`src/rtl/mbx_pkg.sv`:
```
package mbx_pkg;
  localparam int unsigned ADDR_W   = 3;
  localparam int unsigned DATA_W   = 8;
  localparam int unsigned LVL_W    = 3;
  localparam int unsigned NUM_SEM  = 4;
  localparam int unsigned A_CTRL   = 0;
  localparam int unsigned A_SEM0   = 1;
  localparam int unsigned A_MSG    = A_SEM0 + NUM_SEM;
  localparam int unsigned B_HALT   = 0;
  localparam int unsigned B_DB_LO  = 1;
  localparam int unsigned B_DB_HI  = 2;
  localparam int unsigned LVL_LO   = 2;
  localparam int unsigned LVL_HI   = 5;

  typedef struct packed {
    logic [ADDR_W-1:0] addr;
    logic              we;
    logic [DATA_W-1:0] wdata;
  } acc_t;

  typedef struct packed {
    logic               halt;
    logic               db_lo;
    logic               db_hi;
    logic [NUM_SEM-1:0] sem;
    logic [DATA_W-1:0]  msg;
  } regs_t;
endpackage

```
`src/rtl/mbx_regfile.sv`:
```
module mbx_regfile
  import mbx_pkg::*;
(
  input  logic  clk_i,
  input  logic  rst_ni,
  input  acc_t  rem_i,
  input  acc_t  loc_i,
  output regs_t regs_o
);
  localparam int unsigned SEM_BIT = DATA_W - 1;

  logic rem_ctrl, loc_ctrl, rem_msg, loc_msg;
  assign rem_ctrl = rem_i.we && (rem_i.addr == ADDR_W'(A_CTRL));
  assign loc_ctrl = loc_i.we && (loc_i.addr == ADDR_W'(A_CTRL));
  assign rem_msg  = rem_i.we && (rem_i.addr == ADDR_W'(A_MSG));
  assign loc_msg  = loc_i.we && (loc_i.addr == ADDR_W'(A_MSG));

  // halt: remote only
  always_ff @(posedge clk_i or negedge rst_ni) begin
    if (!rst_ni)       regs_o.halt <= 1'b0;
    else if (rem_ctrl) regs_o.halt <= rem_i.wdata[B_HALT];
  end

  // doorbells: remote sets, local W1C, set dominates
  always_ff @(posedge clk_i or negedge rst_ni) begin
    if (!rst_ni) begin
      regs_o.db_lo <= 1'b0;
      regs_o.db_hi <= 1'b0;
    end else begin
      if (rem_ctrl && rem_i.wdata[B_DB_LO])      regs_o.db_lo <= 1'b1;
      else if (loc_ctrl && loc_i.wdata[B_DB_LO]) regs_o.db_lo <= 1'b0;
      if (rem_ctrl && rem_i.wdata[B_DB_HI])      regs_o.db_hi <= 1'b1;
      else if (loc_ctrl && loc_i.wdata[B_DB_HI]) regs_o.db_hi <= 1'b0;
    end
  end

  for (genvar k = 0; k < NUM_SEM; k++) begin : g_sem
    logic rem_hit, loc_hit;
    assign rem_hit = rem_i.we && (rem_i.addr == ADDR_W'(A_SEM0 + k));
    assign loc_hit = loc_i.we && (loc_i.addr == ADDR_W'(A_SEM0 + k));
    always_ff @(posedge clk_i or negedge rst_ni) begin
      if (!rst_ni)      regs_o.sem[k] <= 1'b0;
      else if (rem_hit) regs_o.sem[k] <= rem_i.wdata[SEM_BIT];
      else if (loc_hit) regs_o.sem[k] <= loc_i.wdata[SEM_BIT];
    end
  end

  always_ff @(posedge clk_i or negedge rst_ni) begin
    if (!rst_ni)      regs_o.msg <= '0;
    else if (rem_msg) regs_o.msg <= rem_i.wdata;
    else if (loc_msg) regs_o.msg <= loc_i.wdata;
  end
endmodule

```
`src/rtl/mbx_rdmux.sv`:
```
module mbx_rdmux
  import mbx_pkg::*;
(
  input  regs_t             regs_i,
  input  logic [ADDR_W-1:0] addr_i,
  output logic [DATA_W-1:0] rdata_o
);
  always_comb begin
    rdata_o = '0;
    if (addr_i == ADDR_W'(A_CTRL)) begin
      rdata_o[B_HALT]  = regs_i.halt;
      rdata_o[B_DB_LO] = regs_i.db_lo;
      rdata_o[B_DB_HI] = regs_i.db_hi;
    end else if (addr_i == ADDR_W'(A_MSG)) begin
      rdata_o = regs_i.msg;
    end else begin
      for (int k = 0; k < NUM_SEM; k++)
        if (addr_i == ADDR_W'(A_SEM0 + k)) rdata_o[DATA_W-1] = regs_i.sem[k];
    end
  end
endmodule

```
`src/rtl/mbx_irq.sv`:
```
module mbx_irq
  import mbx_pkg::*;
(
  input  logic             db_lo_i,
  input  logic             db_hi_i,
  input  logic             lo_en_i,
  input  logic             hi_en_i,
  output logic             irq_lo_o,
  output logic             irq_hi_o,
  output logic [LVL_W-1:0] lvl_o
);
  assign irq_lo_o = db_lo_i & lo_en_i;
  assign irq_hi_o = db_hi_i & hi_en_i;

  always_comb begin
    if (irq_hi_o)      lvl_o = LVL_W'(LVL_HI);
    else if (irq_lo_o) lvl_o = LVL_W'(LVL_LO);
    else               lvl_o = '0;
  end
endmodule

```
`src/rtl/mbx_ctrl.sv`:
```
module mbx_ctrl
  import mbx_pkg::*;
(
  input  logic              clk_i,
  input  logic              rst_ni,
  input  logic [ADDR_W-1:0] rem_addr_i,
  input  logic              rem_we_i,
  input  logic [DATA_W-1:0] rem_wdata_i,
  output logic [DATA_W-1:0] rem_rdata_o,
  input  logic [ADDR_W-1:0] loc_addr_i,
  input  logic              loc_we_i,
  input  logic [DATA_W-1:0] loc_wdata_i,
  output logic [DATA_W-1:0] loc_rdata_o,
  input  logic              lo_en_i,
  input  logic              hi_en_i,
  output logic              halt_o,
  output logic              irq_lo_o,
  output logic              irq_hi_o,
  output logic [LVL_W-1:0]  irq_lvl_o
);
  acc_t  rem_acc, loc_acc;
  regs_t regs;

  assign rem_acc = '{addr: rem_addr_i, we: rem_we_i, wdata: rem_wdata_i};
  assign loc_acc = '{addr: loc_addr_i, we: loc_we_i, wdata: loc_wdata_i};

  mbx_regfile i_regfile (
    .clk_i  (clk_i),
    .rst_ni (rst_ni),
    .rem_i  (rem_acc),
    .loc_i  (loc_acc),
    .regs_o (regs)
  );

  mbx_rdmux i_rd_rem (.regs_i(regs), .addr_i(rem_addr_i), .rdata_o(rem_rdata_o));
  mbx_rdmux i_rd_loc (.regs_i(regs), .addr_i(loc_addr_i), .rdata_o(loc_rdata_o));

  mbx_irq i_irq (
    .db_lo_i  (regs.db_lo),
    .db_hi_i  (regs.db_hi),
    .lo_en_i  (lo_en_i),
    .hi_en_i  (hi_en_i),
    .irq_lo_o (irq_lo_o),
    .irq_hi_o (irq_hi_o),
    .lvl_o    (irq_lvl_o)
  );

  assign halt_o = regs.halt;
endmodule

```
`config.mk`:
```
export PLATFORM = sky130hd
export DESIGN_NAME = mbx_ctrl
export DESIGN_NICKNAME = d
export VERILOG_FILES = /design/src/rtl/mbx_pkg.sv /design/src/rtl/mbx_regfile.sv /design/src/rtl/mbx_rdmux.sv /design/src/rtl/mbx_irq.sv /design/src/rtl/mbx_ctrl.sv
export SDC_FILE = /design/constraint.sdc
export NUM_CORES = 1
export LEC_CHECK = 0
export CORE_ASPECT_RATIO = 0.9
export CORE_MARGIN = 3
export CORE_UTILIZATION = 33
export CTS_CLUSTER_DIAMETER = 120
export DETAILED_ROUTE_END_ITERATION = 10
export PLACE_DENSITY = 0.66
export SYNTH_ARGS = -nofsm -noshare
export SYNTH_HDL_FRONTEND = slang
export SYNTH_SLANG_ARGS = --single-unit
```
`constraint.sdc`:
```
create_clock -name clk_i -period 1.9 [get_ports clk_i]
set_clock_uncertainty 0.05 [all_clocks]
set_input_delay 0.285 -clock clk_i [delete_from_list [all_inputs] [get_ports clk_i]]
set_output_delay 0.285 -clock clk_i [all_outputs]
set_load 0.01 [all_outputs]
```
==> results.py, run 1 <==
metrics = {
    "outcome": {
        "status": "complete, no violations",
    },
    "pwr": {
        "p_total_w": 0.00111,
        "peakVddDrop_mv": 0.386,
        "power_leakage_nw": 0.909,
        "power_density_nw_per_um2": 616,
    },
    "timing": {
        "min_period_ps": 1840,
        "fmax_mhz": 542,
        "tightest_slew_ps": 262,
        "whs_ps": 301,
        "hold_violations": 0,
        "fin_tns_setup_ps": 0,
        "rsz0062_at_grt": "no",
        "max_slew_margin_pct": 82.5,
        "finalMaxSlewViolations": 0,
        "setup_viol": 0,
        "fin_crit_sh_pct": 97.0,
    },
    "routing": {
        "drc": 0,
        "viasPerCell": 5.09,
        "ant_nets": 0,
        "wirelength_um": 3230,
        "via_count": 1134,
        "dr.pass1.iters": 4,
        "drt-initial-drc-count": 67,
        "wl_per_cell_um": 14.5,
    },
    "floorplanning": {
        "dieArea_sq_um": 4150,
        "die_w_um": 67.5,
        "std_cell_rows": 19,
        "start_util_pct": 35.6,
        "die_y_um": 61.4,
        "pin_count": 50,
        "core_sq_um": 3160,
    },
    "global_routing": {
        "grt_pass1_vias": 1056,
        "grt_pass1_wl_um": 4920,
        "grt_max_degree": 17,
        "grt-ovfl-total": 0,
        "grtUsageTotal_pct": 15.7,
        "grt_antenna_before_repair": 0,
    },
    "synth": {
        "synth.top_cell.area_share_pct": 33.4,
        "synth_async_sr_flop_share_pct": 100,
        "synthFlopType": "dfrtp_1",
        "synth_cells": 118,
        "syn-cell-area_sq_um": 1120,
        "yosysWarnings": 0,
        "syn_avg_cell_area_sq_um": 9.53,
        "synth_mux_area_share_pct": 15.5,
        "synth_xor_area_share_pct": 0,
        "synth-simple-area-share_pct": 31.1,
        "yosysTopAreaCell": "dfrtp_1",
        "yosysSeqAreaShare_pct": 33.4,
        "synth_top_family_by_area": "simple AND/OR/NAND/NOR gates",
        "synth_seq_cells": 15,
        "synth_nets": 146,
        "synthAdderAreaFrac_pct": 0,
        "synth_compound_area_share_pct": 13.7,
        "yosysUniqueCellTypes": 28,
        "synth-edff-count": 0,
        "netlist_top_cells_area": "dfrtp_1 33%, mux2i_1 12%, a21oi_1 7.1%",
    },
    "clock_tree": {
        "insertion_delay_ps": 240,
        "cts_sinks": 15,
        "clock_path_buffers": 2,
        "cts_tree": "built",
        "cts_hold_buf": 0,
        "numCtsBuffers": 3,
        "cts_max_level": 1,
        "cts-root-buf": "clkbuf_8",
        "clk_pin_slew_ps": 60,
    },
    "setup_path": {
        "worstPathArrival_ps": 1510,
        "required_ps": 1560,
        "end_kind": "primary output",
        "path_depth": 4,
        "crit_slowest_cell": "clkdlybuf4s50_1",
        "cpPeakStageDelay_ps": 540,
        "path_max_fanout": 5,
        "rr_worst_depth": 2,
        "cp_cell_sequence": "dlygate4sd2_1 > nor2b_4 > and3_1 > clkdlybuf4s50_1",
        "reg2reg_from": "i_regfile.regs_o[11]",
        "start_kind": "input port",
        "worst-setup-path-type": "in -> out",
        "worstSetupStartpoint": "rem_addr_i[2]",
        "cp_top_family": "buffers and inverters",
        "path_buf_inv": 2,
    },
    "finish": {
        "nNetsFinal": 210,
        "drive_gt1_share_pct": 20.4,
        "layout_commonest_cell": "clkdlybuf4s50_1",
        "reg_top3": "i_regfile.regs_o: 15 flops",
        "largest_reg_flops": 15,
        "layout.cells.most_common_list": "30 x clkdlybuf4s50_1, 20 x buf_4, 16 x a21oi_1, 15 x dfrtp_1, 15 x dlygate4sd2_1",
        "antenna_cells": 0,
        "largest-register": "i_regfile.regs_o",
        "areaGrowthSynthToFinish_pct": 60.5,
    },
    "job": {
        "maxCapViolCount": 0,
    },
    "placed_design": {
        "io_buffers": 49,
        "hpwl_um": 2590,
        "place_congestion": 0.788,
    },
    "hold_path": {
        "hold_path_class": "in -> async",
    },
}
==> metrics by stage <==
step                std cells  area, sq um  setup slack, ps  utilization [%]
finish                    223         1810             56.5             57.1
global route              223         1810             6.76             57.1
CTS                       223         1800             4.20             56.9
detailed placement        216         1740             -439             55.2
global placement          216         1740             -392             55.2
floorplan                 118         1120              446                -
==> worst reg2reg max path, delay by kind of cell, from the launching register on <==
family | cells | cell delay [ps]
multiplexers | 2 | 550
flip-flops | 1 | 390
==> layer usage <==
| layer | track usage, % | wire, um |
|---|---|---|
| met1 | 21.5 | 1490 |
| met2 | 25.1 | 1550 |
| met3 | 2.74 | 161 |
| met4 | 5.20 | 26 |
| met5 | 0 | 0 |
==> worst paths after layout <==
path | endpoint | slack (ps)
worst max-delay path | rem_rdata_o[6] | 60
worst min-delay path | i_regfile.regs_o[3] | 300
worst max register to register | i_regfile.regs_o[11] | 800
worst min register to register | i_regfile.regs_o[14] | 520
max in group asynchronous | i_regfile.regs_o[10] | 1320
min in group clk_i | i_regfile.regs_o[8] | 380
==> where the power goes <==
part	total (W)	internal, W	switching (W)
Clock	0.000261	0.000148	0.000113
Sequential	0.000455	0.000392	0.0000629
Combinational	0.000397	0.000235	0.000162
==> synthesized netlist by cell type, types with 4 or more instances <==
| master | n |
|---|---|
| a21oi_1 | 16 |
| dfrtp_1 | 15 |
| nor2_1 | 15 |
| mux2i_1 | 14 |
| buf_4 | 7 |
| and2_1 | 6 |
| a22o_1 | 5 |
| nand3_1 | 5 |
| and3_1 | 4 |
| nand2_1 | 4 |
==> logic make-up (layout without fill, tap and decap cells) <==
logic type	count (synthesis)	in the layout
buf+inv	11	74
simple gates	50	50
mux	17	17
compound gates	25	25
flops	15	15
==> what timing repair did <==
item	CTS	global route
gates resized for setup	22	5
pin swaps	1	1
buffers inserted	3	0
setup endpoints to repair	16	7
==> final cells by class <==
class | count | area, sq um
sequential | 15 | 375
clock buffer | 4 | 45.0
multi-input combinational | 92 | 689
fill | 290 | 1360
tap | 42 | 52.6
timing repair buffer | 70 | 643
(Power assumes the default switching activity.)
==> run 2, diff against run 1 <==
- CORE_UTILIZATION: 33 -> 45
- PLACE_DENSITY: 0.66 -> 0.85
- TNS_END_PERCENT: default -> 20
==> run 2 against run 1 <==
  * Worst hold slack lost 54 ps
  * Sequential share of layout area up 0.93 points
  * Register-to-register slack is essentially flat
  * Final area decreased by 4.3%
  * First-iteration DRC count decreased by 46%
  * Sequential cell count unchanged
  * Clock power is 26% lower
  * Fmax decreased by 0.56%
  * Sequential power is essentially flat
  * Core utilization increased by 19 points
  * Non-clock buffer count shrank 4
  * Critical path type unchanged
  * Largest cell class unchanged
  * Highest routed layer unchanged
==> results.py, run 2 (synthesized netlist as in run 1, its figures left out) <==
metrics = {
    "routing": {
        "via_count": 1120,
        "dr.pass1.iters": 4,
        "drt-initial-drc-count": 36,
        "ant_nets": 0,
        "viasPerCell": 5.49,
        "wirelength_um": 3190,
        "drc": 0,
        "wl_per_cell_um": 15.7,
    },
    "setup_path": {
        "worstPathArrival_ps": 1520,
        "worst-setup-path-type": "in -> out",
        "start_kind": "input port",
        "path_max_fanout": 9,
        "required_ps": 1560,
        "rr_worst_depth": 2,
        "crit_slowest_cell": "clkdlybuf4s50_1",
        "cp_cell_sequence": "clkdlybuf4s50_1 > buf_4 > nor2_2 > nand2_1 > a21oi_1 > dlygate4sd2_1",
        "end_kind": "primary output",
        "cpPeakStageDelay_ps": 400,
    },
    "placed_design": {
        "place_congestion": 0.838,
        "dpl_worst_slack_ps": -419,
        "io_buffers": 49,
        "dp_cells": 200,
        "hpwl_um": 2430,
        "dpl-instance-area_sq_um": 1710,
    },
    "clock_tree": {
        "cts-root-buf": "clkbuf_4",
        "clk_pin_slew_ps": 90,
        "cts_tree": "built",
        "cts_hold_buf": 0,
        "cts_setup_buffers": 0,
        "clock_path_buffers": 2,
        "cts_max_level": 1,
        "cts_sinks": 15,
        "insertion_delay_ps": 290,
        "numCtsBuffers": 3,
        "ctsResizeCount": 26,
    },
    "global_routing": {
        "grt_antenna_before_repair": 0,
        "grt_pass1_wl_um": 5130,
        "grt-ovfl-total": 0,
        "grtUsageTotal_pct": 22.7,
        "grt_pass1_vias": 1147,
        "grt_max_degree": 17,
    },
    "timing": {
        "min_period_ps": 1850,
        "fin_ws_ps": 46.2,
        "rsz0062_at_grt": "no",
        "fin_crit_sh_pct": 97.6,
        "max_slew_margin_pct": 81.9,
        "tightest_slew_ps": 271,
        "fmax_mhz": 539,
        "fin_tns_setup_ps": 0,
        "finalMaxSlewViolations": 0,
        "hold_violations": 0,
        "setup_viol": 0,
    },
    "outcome": {
        "status": "complete, no violations",
    },
    "finish": {
        "final_cells": 204,
        "largest-register": "i_regfile.regs_o",
        "layout.cells.most_common_list": "27 x clkdlybuf4s50_1, 18 x dlygate4sd2_1, 16 x a21oi_1, 16 x buf_4, 15 x dfrtp_1",
        "stdcell_area_sq_um": 1730,
        "fill_cells": 171,
        "fin_util_pct": 75.7,
        "nNetsFinal": 206,
        "ff_latch_area_sq_um": 375,
        "largest_reg_flops": 15,
        "antenna_cells": 0,
        "multiInputGateArea_sq_um": 693,
        "drive_gt1_share_pct": 19.2,
        "layout_commonest_cell": "clkdlybuf4s50_1",
        "reg_top3": "i_regfile.regs_o: 15 flops",
        "areaGrowthSynthToFinish_pct": 53.6,
    },
    "pwr": {
        "power_leakage_nw": 0.883,
        "peakVddDrop_mv": 0.435,
        "power_density_nw_per_um2": 603,
    },
    "floorplanning": {
        "die_w_um": 58.7,
        "die_y_um": 53.4,
        "pin_count": 50,
        "dieArea_sq_um": 3140,
        "std_cell_rows": 16,
        "core_sq_um": 2280,
        "start_util_pct": 49.3,
    },
    "hold_path": {
        "hold_path_class": "in -> async",
    },
    "job": {
        "maxCapViolCount": 0,
    },
}
## run 2: cell types whose count changed in the layout (fill, tap and decap cells not counted), moves of 3 or more
cell / delta
dlygate4sd2_1: +3
buf_4: -4
clkbuf_4: +3
clkbuf_8: -3
clkdlybuf4s50_1: -3
## run 2: final timing paths
check	start	endpoint	slack (ps)
worst max-delay path	rem_addr_i[0]	rem_rdata_o[1]	50
worst min-delay path	rst_ni	i_regfile.regs_o[6]	250
worst max register to register	i_regfile.regs_o[11]	i_regfile.regs_o[11]	790
worst min register to register	i_regfile.regs_o[13]	i_regfile.regs_o[13]	510
max in group asynchronous	rst_ni	i_regfile.regs_o[14]	1370
min in group clk_i	rem_wdata_i[5]	i_regfile.regs_o[5]	500
## run 2: through the flow
step / power [W] / hold slack (ps)
after floorplan: 0.000651 / -60.6
after global placement: 0.000847 / 482
after detailed placement: 0.000868 / 484
after CTS: 0.00105 / 238
after global routing: 0.00112 / 256
final: 0.00104 / 247
## run 2: worst max-delay path, delay by kind of cell
family / cells / cell delay (ps)
AO/OA/AOI/OAI: 1 / 150
buffers and inverters: 3 / 870
AND/OR/NAND/NOR: 2 / 210
## run 2: report_power, final
| group | switching [W] | internal (W) |
|---|---|---|
| combinational | 0.000165 | 0.000228 |
| sequential | 0.0000629 | 0.000391 |
| clock | 0.000112 | 0.0000819 |
## run 2: final cells by class
type | instances | share of cell area [%]
clock buffer | 4 | 1.52
sequential | 15 | 21.7
tap | 27 | 1.96
timing repair buffer | 66 | 34.7
multi-input combinational | 92 | 40.1
## run 2: layer usage
metal,up-vias,wire [um],track usage (%)
met4,0,119,12.5
met2,49,1580,42.0
met3,11,255,4.39
li1,545,-,-
met1,515,1240,24.0
met5,-,0,0
==> run 3, diff against run 2 <==
- CORE_UTILIZATION: 45 -> 37
- PLACE_DENSITY: 0.85 -> 0.75
- clock period: 1.9 -> 1.61 ns (I/O delays scaled with it)
==> run 3 against run 2 <==
  * Wire length grew 5.7%
  * Register-to-register slack worse by 280 ps
  * Clock power increased by 11%
  * Sequential power is 17% higher
  * Cell count grew 11%
  * Final area up 5.2%
  * Via count is 3.3% higher
  * Sequential share of layout area decreased by 1.1 points
  * Sequential cell count unchanged
  * Combinational power is 22% higher
  * Global-route usage decreased by 4.1 points
  * Non-clock buffer count rose by 9
  * Critical endpoint is now i_regfile.regs_o[11]
  * Largest power group unchanged
==> results.py, run 3 (synthesized netlist as in run 1, its figures left out) <==
metrics = {
    "clock_tree": {
        "cts_max_level": 1,
        "cts_tree": "built",
        "clk_pin_slew_ps": 90,
        "insertion_delay_ps": 270,
        "numCtsBuffers": 3,
        "cts_sinks": 15,
        "cts-root-buf": "clkbuf_4",
        "cts_hold_buf": 0,
        "clock_path_buffers": 2,
    },
    "setup_path": {
        "cpPeakStageDelay_ps": 510,
        "path_max_fanout": 3,
        "rr_worst_depth": 2,
        "required_ps": 1730,
        "cp_cell_sequence": "clkdlybuf4s50_1 > nor4bb_4 > mux2_1 > mux2_2",
        "path_buf_inv": 1,
        "crit_slowest_cell": "clkdlybuf4s50_1",
        "timing.reg2reg.setup_slack_ps": 510,
        "end_kind": "flop",
        "cp_top_family": "multiplexers",
        "r2r_end": "i_regfile.regs_o[11]",
        "worst-setup-path-type": "in -> reg",
        "start_kind": "input port",
        "reg2reg_from": "i_regfile.regs_o[11]",
        "worstPathArrival_ps": 1690,
    },
    "timing": {
        "min_period_ps": 1570,
        "rsz0062_at_grt": "yes",
        "setup_viol": 0,
        "finalMaxSlewViolations": 0,
        "fin_crit_sh_pct": 97.5,
        "tightest_slew_ps": 260,
        "hold_violations": 0,
        "whs_ps": 230,
        "fmax_mhz": 637,
        "max_slew_margin_pct": 82.7,
    },
    "global_routing": {
        "grtUsageTotal_pct": 18.6,
        "grt_pass1_vias": 1199,
        "grt_max_degree": 17,
        "grt_antenna_before_repair": 0,
        "grt-ovfl-total": 0,
        "grt_pass1_wl_um": 5440,
    },
    "finish": {
        "areaGrowthSynthToFinish_pct": 61.6,
        "nNetsFinal": 215,
        "fin_util_pct": 64.6,
        "layout_commonest_cell": "clkdlybuf4s50_1",
        "layout.cells.most_common_list": "22 x clkdlybuf4s50_1, 21 x buf_4, 16 x dlygate4sd2_1, 15 x dfrtp_1",
        "drive_gt1_share_pct": 26.9,
        "reg_top3": "i_regfile.regs_o: 15 flops",
        "largest_reg_flops": 15,
        "antenna_cells": 0,
        "final_cells": 226,
        "fill_cells": 266,
        "largest-register": "i_regfile.regs_o",
    },
    "routing": {
        "dr.pass1.iters": 4,
        "viasPerCell": 5.12,
        "ant_nets": 0,
        "drc": 0,
        "via_count": 1157,
        "wl_per_cell_um": 14.9,
        "wirelength_um": 3380,
        "drt-initial-drc-count": 48,
    },
    "pwr": {
        "power_leakage_nw": 0.911,
        "power_density_nw_per_um2": 675,
        "peakVddDrop_mv": 0.441,
    },
    "job": {
        "maxCapViolCount": 0,
    },
    "floorplanning": {
        "pin_count": 50,
        "dieArea_sq_um": 3740,
        "die_y_um": 58.3,
        "core_sq_um": 2820,
        "start_util_pct": 40.0,
        "die_w_um": 64.1,
        "std_cell_rows": 18,
    },
    "placed_design": {
        "dp_cells": 219,
        "hpwl_um": 2580,
        "place_congestion": 0.862,
        "io_buffers": 49,
    },
    "hold_path": {
        "hold_path_class": "in -> async",
    },
    "outcome": {
        "status": "complete, no violations",
    },
}
run 3: cell types whose count changed in the layout (fill, tap and decap cells not counted), sizes merged:
cell | previous run | this run
buf | 17 | 27
clkbuf | 5 | 9
clkdlybuf4s15 | 1 | 5
clkdlybuf4s50 | 27 | 22
dlygate4sd2 | 18 | 16
dlymetal6s2s | 2 | 0
run 3: layer usage:
metal  up-vias  GRT usage (%)  part of all wire, %
li1        565              -                    -
met5         -              0                    0
met4         0           3.31                 0.56
met2        49           33.7                   50
met3         4           4.96                  7.8
met1       539           22.4                   42
run 3: timing repair:
item | 4_1_cts | 5_1_grt
setup buffers | 2 | 0
cloned | 1 | 0
pin swaps | 2 | 1
setup endpoints to repair | 22 | 10
resized for setup | 44 | 13
run 3: worst max path at each step:
stage,startpoint,end,slack [ps],depth (start not counted)
finish,loc_we_i,i_regfile.regs_o[11],40,4
global route,i_regfile.regs_o[10],loc_rdata_o[7],-30,4
CTS,loc_addr_i[0],loc_rdata_o[7],-60,6
detailed placement,loc_addr_i[1],loc_rdata_o[7],-580,6
global placement,loc_addr_i[1],loc_rdata_o[7],-490,6
floorplan,loc_addr_i[0],i_regfile.regs_o[11],200,4
run 3: layout make-up:
class	instances	area, sq um	share of cell area (%)
timing repair buffer	75	658	36.2
clock buffer	4	26.3	1.45
multi-input combinational	92	708	39.0
tap	40	50.0	2.75
sequential	15	375	20.6
run 3: report_power, final:
part | switching, W | leakage (nW) | internal [W]
registers | 0.0000701 | 0.172 | 0.000462
logic | 0.000205 | 0.723 | 0.000275
clock network | 0.000120 | 0.0150 | 0.0000959
run 3: through the flow:
| stage | setup slack [ps] | area [sq um] | setup TNS, ps | total power, W |
|---|---|---|---|---|
| 6_report | 41.0 | 1820 | 0 | 0.00123 |
| 5_1_grt | -35.0 | 1820 | -35.0 | 0.00131 |
| 4_1_cts | -58.5 | 1830 | -116 | 0.00123 |
| 3_5_place_dp | -575 | 1780 | -10020 | 0.00104 |
| 3_3_place_gp | -488 | 1780 | -9010 | 0.00102 |
| 2_1_floorplan | 199 | 1120 | 0 | 0.000768 |
